<file path="config.mk">
export PLATFORM = sky130hd
export DESIGN_NAME = uwire_eeprom
export DESIGN_NICKNAME = d
export VERILOG_FILES = /design/src/rtl/uwire_eeprom.sv
export SDC_FILE = /design/constraint.sdc
export NUM_CORES = 2
export LEC_CHECK = 0
export BUFFER_PORTS_ARGS = -buffer_cell sky130_fd_sc_hd__buf_2
export CAP_MARGIN = 20
export CORE_MARGIN = 1.5
export CORE_UTILIZATION = 25
export CTS_CLUSTER_DIAMETER = 60
export DETAILED_ROUTE_END_ITERATION = 12
export PLACE_DENSITY = 0.42
export SLEW_MARGIN = 5
export SYNTH_ARGS = -nofsm -noshare
export SYNTH_HDL_FRONTEND = slang
export SYNTH_SLANG_ARGS = --single-unit
</file>
<file path="constraint.sdc">
create_clock -name clk -period 3.55 [get_ports clk]
set_clock_uncertainty 0.2 [all_clocks]
set_input_delay 0.1775 -clock clk [delete_from_list [all_inputs] [get_ports clk]]
set_output_delay 0.1775 -clock clk [all_outputs]
set_load 0.02 [all_outputs]
</file>
<file path="src/rtl/uwire_eeprom.sv">
module uwire_eeprom #(
  parameter bit WORD_ORG = 1'b0,
  parameter int T_PROG   = 24,
  parameter int T_BULK   = 64
) (
  input  logic clk,
  input  logic rst_n,
  input  logic cs,
  input  logic sclk,
  input  logic di,
  output logic do_o,
  output logic do_oe
);
  localparam int DW    = WORD_ORG ? 16 : 8;
  localparam int AW    = WORD_ORG ? 7 : 8;
  localparam int DEPTH = 1 << AW;
  localparam int NHDR  = 3 + AW;
  localparam int NALL  = NHDR + DW;
  localparam int CW    = $clog2(NALL + 1);
  localparam int TMAX  = (T_PROG > T_BULK) ? T_PROG : T_BULK;
  localparam int TW    = $clog2(TMAX + 1);
  localparam int IW    = $clog2(DW);
  localparam logic [1:0] S_IDLE = 2'd0, S_CMD = 2'd1, S_READ = 2'd2, S_HOLD = 2'd3;

  logic [1:0]      phase;
  logic [CW-1:0]   cnt;
  logic [NALL-2:0] sr;
  logic            sclk_q, wen, busy, bulk, arm, vis, do_r;
  logic [TW-1:0]   pcnt;
  logic [AW-1:0]   paddr, rd_addr;
  logic [DW-1:0]   pdata, rd_sh;
  logic [IW-1:0]   rd_idx;
  logic [DW-1:0]   mem [DEPTH];

  wire            rise     = cs & sclk & ~sclk_q;
  wire [NALL-1:0] sr_n     = {sr, di};
  wire [CW-1:0]   cnt_n    = cnt + 1'b1;
  wire            hdr_done = (cnt_n == CW'(NHDR));
  wire            dat_done = (cnt_n == CW'(NALL));
  wire [1:0]      op       = sr_n[NHDR-1 -: 2];
  wire [1:0]      sub      = sr_n[AW -: 2];
  wire [AW-1:0]   hadr     = sr_n[AW-1:0];
  wire [1:0]      op_d     = sr_n[NALL-1 -: 2];
  wire [1:0]      sub_d    = sr_n[DW+AW -: 2];
  wire [AW-1:0]   adr_d    = sr_n[DW +: AW];

  logic          launch, l_bulk;
  logic [AW-1:0] l_addr;
  logic [DW-1:0] l_data;

  always_comb begin
    launch = 1'b0;
    l_bulk = 1'b0;
    l_addr = hadr;
    l_data = '1;
    if (rise && phase == S_CMD && wen) begin
      if (hdr_done && op == 2'b11) launch = 1'b1;
      if (hdr_done && op == 2'b00 && sub == 2'b10) begin
        launch = 1'b1;
        l_bulk = 1'b1;
      end
      if (dat_done && op_d == 2'b01) begin
        launch = 1'b1;
        l_addr = adr_d;
        l_data = sr_n[DW-1:0];
      end
      if (dat_done && op_d == 2'b00 && sub_d == 2'b01) begin
        launch = 1'b1;
        l_bulk = 1'b1;
        l_data = sr_n[DW-1:0];
      end
    end
  end

  always_ff @(posedge clk or negedge rst_n) begin
    if (!rst_n) begin
      for (int i = 0; i < DEPTH; i++) mem[i] <= '1;
    end else if (busy && pcnt == '0) begin
      for (int i = 0; i < DEPTH; i++)
        if (bulk || paddr == AW'(i)) mem[i] <= pdata;
    end
  end

  always_ff @(posedge clk or negedge rst_n) begin
    if (!rst_n) begin
      phase   <= S_IDLE;
      cnt     <= '0;
      sr      <= '0;
      sclk_q  <= 1'b0;
      wen     <= 1'b0;
      busy    <= 1'b0;
      bulk    <= 1'b0;
      pcnt    <= '0;
      paddr   <= '0;
      pdata   <= '0;
      arm     <= 1'b0;
      vis     <= 1'b0;
      do_r    <= 1'b0;
      rd_sh   <= '0;
      rd_addr <= '0;
      rd_idx  <= '0;
    end else begin
      sclk_q <= sclk;
      if (busy) begin
        if (pcnt == '0) busy <= 1'b0;
        else pcnt <= pcnt - 1'b1;
      end
      if (launch) begin
        busy  <= 1'b1;
        bulk  <= l_bulk;
        paddr <= l_addr;
        pdata <= l_data;
        pcnt  <= l_bulk ? TW'(T_BULK - 1) : TW'(T_PROG - 1);
        arm   <= 1'b1;
      end
      if (!cs) begin
        phase <= S_IDLE;
        cnt   <= '0;
        if (arm) vis <= 1'b1;
      end else if (rise) begin
        case (phase)
          S_IDLE: if (di && !busy) begin
            phase <= S_CMD;
            cnt   <= '0;
            sr    <= '0;
            arm   <= 1'b0;
            vis   <= 1'b0;
          end
          S_CMD: begin
            sr  <= sr_n[NALL-2:0];
            cnt <= cnt_n;
            if (hdr_done) begin
              case (op)
                2'b10: begin
                  phase   <= S_READ;
                  do_r    <= 1'b0;
                  rd_sh   <= mem[hadr];
                  rd_addr <= hadr;
                  rd_idx  <= '0;
                end
                2'b01: ;
                2'b11: phase <= S_HOLD;
                default: begin
                  if (sub == 2'b11) wen <= 1'b1;
                  else if (sub == 2'b00) wen <= 1'b0;
                  if (sub != 2'b01) phase <= S_HOLD;
                end
              endcase
            end
            if (dat_done) phase <= S_HOLD;
          end
          S_READ: begin
            do_r <= rd_sh[DW-1];
            if (rd_idx == IW'(DW - 1)) begin
              rd_idx  <= '0;
              rd_addr <= rd_addr + 1'b1;
              rd_sh   <= mem[rd_addr + 1'b1];
            end else begin
              rd_idx <= rd_idx + 1'b1;
              rd_sh  <= rd_sh << 1;
            end
          end
          default: ;
        endcase
      end
    end
  end

  assign do_oe = cs & ((phase == S_READ) | vis);
  assign do_o  = (phase == S_READ) ? do_r : ~busy;

endmodule

</file>
After elaboration in Yosys (flattened, before gate mapping)

Cells that the tools add are included.

Output and inout port bits: 2
Register bits after elaboration: 2122
Input port bits: 5
Logic and storage cells: 1179

Add/sub/neg operators: 4
Reductions and logical operators: 543
Bitwise logic cells: 9
Eq/ne operators: 281
Magnitude comparators: 2
Mux-type cells: 68

Operator list:

| operator                                                                | count |
|---|---|
| 8-bit equality test, second input constant                              | 128 |
| 2-bit AND reduction                                                     | 257 |
| 8-bit by 7-bit equality test with 1-bit output, second input constant   | 64 |
| 8-bit by 6-bit equality test with 1-bit output, second input constant   | 32 |
| 1-bit logical OR                                                        | 256 |
| 8-bit binary-select mux with 8-bit select                               | 2 |
| 8-bit by 5-bit equality test with 1-bit output, second input constant   | 16 |
| 8-bit 2-to-1 mux                                                        | 15 |
| 8-bit by 4-bit equality test with 1-bit output, second input constant   | 8 |
| 18-bit case mux with 2 select lines                                     | 1 |
| 8-bit by 3-bit equality test with 1-bit output, second input constant   | 4 |
| 8-bit case mux with 2 select lines                                      | 2 |
| 1-bit 2-to-1 mux                                                        | 26 |
| 7-bit 2-to-1 mux                                                        | 3 |
| 9-bit greater-or-equal comparator, second input constant                | 2 |
| 18-bit 2-to-1 mux                                                       | 1 |
| 8-bit inverter with 9-bit output                                        | 2 |
| 6-bit AND reduction                                                     | 3 |
| 8-bit by 2-bit equality test with 1-bit output, second input constant   | 2 |
| 5-bit 2-to-1 mux                                                        | 3 |
| 2-bit 2-to-1 mux                                                        | 6 |
| 2-bit equality test, second input constant                              | 5 |
| 1-bit logical AND                                                       | 10 |
| 2-bit by 1-bit inequality test with 1-bit output, second input constant | 5 |
| other kinds (33)                                                        | 54 |

Longest topological paths before layout

Depth after elaboration: 13
Mapped depth: 13
Gate-level depth less buffers: 9

Worst setup path before layout

No wires, ideal clock.

Kind: register to register
From: register rd_addr[1]
To: register rd_sh[7]
Path buffers: 2
Clock period less this slack: 3.220 ns
Setup slack: 0.330 ns
Data required time: 3.208 ns
Setup time: 0.142 ns
Data arrival time: 2.878 ns
Cell stages (with the launch flop): 10
Path through: dfrtp_1 -> ha_1 -> buf_4 -> buf_1 -> mux4_2 -> and3_1 -> o311a_1 -> o32a_1 -> a2111oi_2 -> a31oi_1

Cells in the longest elaborated chain, start to end: 7

RTL lines:

| item                                                   | RTL line | text |
|---|---|---|
| start: declaration                                     | 30       | `logic [AW-1:0] paddr, rd_addr;` |
| start signal: assignment                               | 138      | `rd_addr <= hadr;` |
| start signal: assignment                               | 156      | `rd_addr <= rd_addr + 1'b1;` |
| 8-bit by 1-bit adder with 8-bit output                 | 157      | `rd_sh <= mem[rd_addr + 1'b1];` |
| 8-bit inverter with 9-bit output (not written as such) | 157      |  |
| 8-bit binary-select mux with 8-bit select              | 157      |  |
| 8-bit 2-to-1 mux (not written as such) (2 in a row)    | 157      |  |
| 8-bit 2-to-1 mux                                       | 154      | `if (rd_idx == IW'(DW - 1)) begin` |
| 8-bit case mux with 2 select lines                     | 121      | `case (phase)` |
| end signal: assignment                                 | 137      | `rd_sh <= mem[hadr];` |
| end signal: assignment                                 | 157      |  |
| end signal: assignment                                 | 160      | `rd_sh <= rd_sh << 1;` |
| end: declaration                                       | 31       | `logic [DW-1:0] pdata, rd_sh;` |

Every way passes these cells. The select of a mux whose other input is x is not followed.
A chain may end at the register's enable or synchronous reset.

Final worst setup path

From: register sr[0]
To: register rd_sh[0]

Cells in the longest elaborated chain, start to end: 7

RTL lines:

| item                                                   | RTL line | text |
|---|---|---|
| start: declaration                                     | 27       | `logic [NALL-2:0] sr;` |
| start signal: assignment                               | 130      | `sr <= sr_n[NALL-2:0];` |
| 8-bit inverter with 9-bit output (not written as such) | 137      |  |
| 8-bit binary-select mux with 8-bit select              | 137      |  |
| 8-bit 2-to-1 mux (not written as such) (2 in a row)    | 137      |  |
| 8-bit 2-to-1 mux                                       | 133      | `case (op)` |
| 8-bit 2-to-1 mux                                       | 132      | `if (hdr_done) begin` |
| 8-bit case mux with 2 select lines                     | 121      |  |

Every way passes these cells. The select of a mux whose other input is x is not followed.

==> impl_metrics.csv <==
group,metric,value,unit
outcome,status,"finished with violations",
outcome,violations,"setup timing",
drt,final_antenna_net_count,0,
job,drv_cap,0,
floorplan,ios,7,
timing,rsz0062_at_grt,"true",
power,p_leak,55.9,nW
timing,hold_viol,0,
clocking,clk_pin_slew,0.06,ns
timing,period_needed,3.73,ns
timing,min_period_over_period,1.05,
synthesis,synth-compound-area-share,0.0494,
critical_path,path_cells,"buf_4 -> bufbuf_16 -> or3b_4 -> buf_12 -> o22ai_4 -> nor3_1 -> buf_4 -> o21ai_4 -> a2111oi_0 -> nor3_2 -> buf_4 -> nand2_1 -> o32a_1",
floorplan,die_y,690,µm
critical_path,cpPeakStageDelay,0.57,ns
critical_path,crit_required,4.19,ns
global_routing,grt_pass1_vias,87200,
drt,wl,531000,µm
global_routing,grt_pass1_wl,737000,µm
floorplan,core_area,0.471,mm²
timing,setup_violations,6,
clocking,insertion_delay,0.98,ns
clocking,cts_made_buffers,305,
global_routing,grt.overflow.total,0,
drt,dr.pass1.iters,7,
synthesis,ys_top_cells_by_area,"dfstp_2 (46%), mux2_2 (20%), mux4_2 (17%)",
timing,max_freq,0.268,GHz
drt,vias,85400,
power,ir_drop,0.412,mV
global_routing,grt_max_degree,143,
synthesis,synth-seq-cells,2122,
critical_path,path_buf_inv,5,
critical_path,crit_path_frequent_cell,"buf_4",
synthesis,synth_area,0.118,mm²
finish,syn2layout_area_growth,27.0,%
synthesis,synth_mux_area_frac,0.397,
synthesis,synth_top_area_cell,"dfstp_2",
finish,final_layout_size_suffix_gt1_frac,0.746,
timing,report.final.slew_viol_count,0,
critical_path,ff2ff_setup_slack,-0.18,ns
floorplan,start_util,0.251,
synthesis,yosysMostFrequentCell,"mux2_2",
floorplan,die_w,690,µm
synthesis,syn_inst,8411,
critical_path,cp-end-kind,"register",
clocking,cts_tree,"yes",
synthesis,avgSynthCellArea,14.0,µm²
clocking,htree_levels,5,
placement,hpwlAfterDp,377000,µm
critical_path,cp_slowest_cell,"dfrtp_4",
synthesis,synth_top_family_by_area,"multiplexers",
timing,whs,0.0100,ns
synthesis,syn-num-nets,8426,
power,p_per_area,387,mW/mm²
global_routing,grt_usage,0.216,
placement,gp_routability_congestion,0.976,
finish,n_fill_cell,46400,
synthesis,synth_fa_ha_area_frac,0.00106,
clocking,clock-root-buffer,"clkbuf_16",
global_routing,grt_antenna_before_repair,32,
critical_path,reg2reg_from,"sr[0]",
clocking,clockBufferDepth,4,
synthesis,ys_warn_count,0,
critical_path,cp-start-kind,"register",
placement,port-buffer-count,6,
synthesis,synth_edf_count,0,
timing,slew_headroom,0.263,
clocking,cts.sinks,2122,
critical_path,path_class,"reg2reg",
critical_path,reg2reg_to,"rd_sh[0]",
drt,drt_iter0_markers,7921,
drt,vias_per_cell,5.34,
drt,wl_per_cell,33.2,µm
timing,tightest_slew,1.11,ns
timing,tns,-0.683,ns
worst_hold_path,hold_class,"in2async",
critical_path,crit_arrival,4.37,ns
finish,nNetsFinal,9541,
critical_path,critical_path_peak_fanout,6,
critical_path,reg2regPathDepth,13,
timing,setup_ws,-0.181,ns
synthesis,ys.flop_type,"dfstp_2",
synthesis,synthSimpleGateAreaFrac,0.0486,
floorplan,die_area,0.477,mm²
drt,route.detailed.drc,0,
synthesis,yosys.area_share.xor_xnor,0.00163,
synthesis,synth.distinct_cells,86,
synthesis,yosysTopAreaCellShare,0.455,
synthesis,synthTopCellsByCount,"mux2_2 (2065), dfstp_2 (2048), mux4_2 (894)",
synthesis,ys_seq_area_frac,0.471,
floorplan,rows,252,
synthesis,ys_async_sr_fraction,1.00,
critical_path,crit_family,"simple AND/OR/NAND/NOR gates",
## flip-flops by register name (all words and copies together) (netlist names)
signal,count
rd_addr,8
phase,2
sclk_q,1
wen,1
rd_idx,3
arm,1
paddr,8
busy,1
pcnt,7
bulk,1
sr,18
vis,1
cnt,5
mem,2048
do_r,1
rd_sh,8
pdata,8
## layer usage
layer,routed length [µm],GRT usage,share of wire
met5,446,0,0.00084
met4,27700,0.0937,0.052
met3,39400,0.0479,0.074
met2,235000,0.331,0.44
met1,229000,0.294,0.43
## worst max-delay path by stage
stage | start | endpoint | slack [ns] | cells after the start
after floorplan | rd_addr[1] | rd_sh[7] | 0.33 | 9
after global placement | rd_addr[0] | rd_sh[2] | -1.32 | 14
after detailed placement | sr[1] | rd_sh[0] | -0.68 | 12
after CTS | rd_addr[0] | rd_sh[3] | -0.11 | 12
after global routing | rd_addr[0] | rd_sh[0] | -0.15 | 14
final | sr[0] | rd_sh[0] | -0.18 | 13
## per-stage QoR
step / total power (W) / util / setup WS, ns / instance area (µm²) / instances
after global placement: 0.0262 / 0.289 / -1.32 / 136000 / 15300
after detailed placement: 0.0262 / 0.289 / -0.683 / 136000 / 15300
after global routing: 0.0598 / 0.319 / -0.149 / 150000 / 16000
after floorplan: 0.0252 / - / 0.330 / 118000 / 8411
final: 0.0581 / 0.319 / -0.181 / 150000 / 16000
after CTS: 0.0588 / 0.316 / -0.112 / 149000 / 15900
## cell families (layout without fill, tap and decap cells)
| logic type | after synthesis | after routing |
|---|---|---|
| muxes | 3293 | 3293 |
| DFF | 2122 | 2122 |
| and+or+nand+nor | 1326 | 1326 |
| AOI/OAI and AO/OA | 897 | 897 |
| buffers and inverters | 747 | 2105 |
| xor gates and xnor gates | 16 | 16 |
| adders and majority gates | 10 | 10 |
| other | 0 | 11 |
## cells in the final DEF (no fill, tap or decap), types with 43 or more instances in the layout
| cell | count |
|---|---|
| nand3_1 | 197 |
| o21ai_0 | 59 |
| buf_12 | 240 |
| clkbuf_8 | 44 |
| nor3_1 | 43 |
| buf_4 | 1192 |
| dfrtp_1 | 59 |
| nor2_1 | 345 |
| a21oi_1 | 337 |
| o22ai_1 | 49 |
| a22oi_1 | 58 |
| mux2_2 | 2061 |
| buf_6 | 50 |
| mux4_2 | 895 |
| clkbuf_16 | 321 |
| dfstp_2 | 2048 |
| mux2i_1 | 306 |
| nand2_1 | 535 |
| clkbuf_1 | 58 |
## final cells by class
type | count | area (µm²) | area share
multi-input combinational | 5542 | 60200 | 0.401
sequential | 2122 | 55700 | 0.371
timing repair buffer | 1542 | 15700 | 0.104
clock buffer | 416 | 8680 | 0.0579
tap | 6223 | 7790 | 0.0519
clock inverter | 134 | 1840 | 0.0123
inverter | 13 | 55.1 | 0.000367
antenna | 11 | 27.5 | 0.000184
## where the power goes
| part | switching [W] | internal [W] |
|---|---|---|
| clock | 0.0127 | 0.0195 |
| combinational | 0.00104 | 0.000511 |
| sequential | 0.0000135 | 0.0243 |
## timing repair
action	in CTS	in global routing
setup buffers	73	58
pin swaps	35	66
gates resized for setup	187	162
hold endpoints to repair	610	0
cloned	14	6
setup endpoints to repair	8	8
hold buffers	7	0
Note: power is estimated with default switching activity, not from simulation.
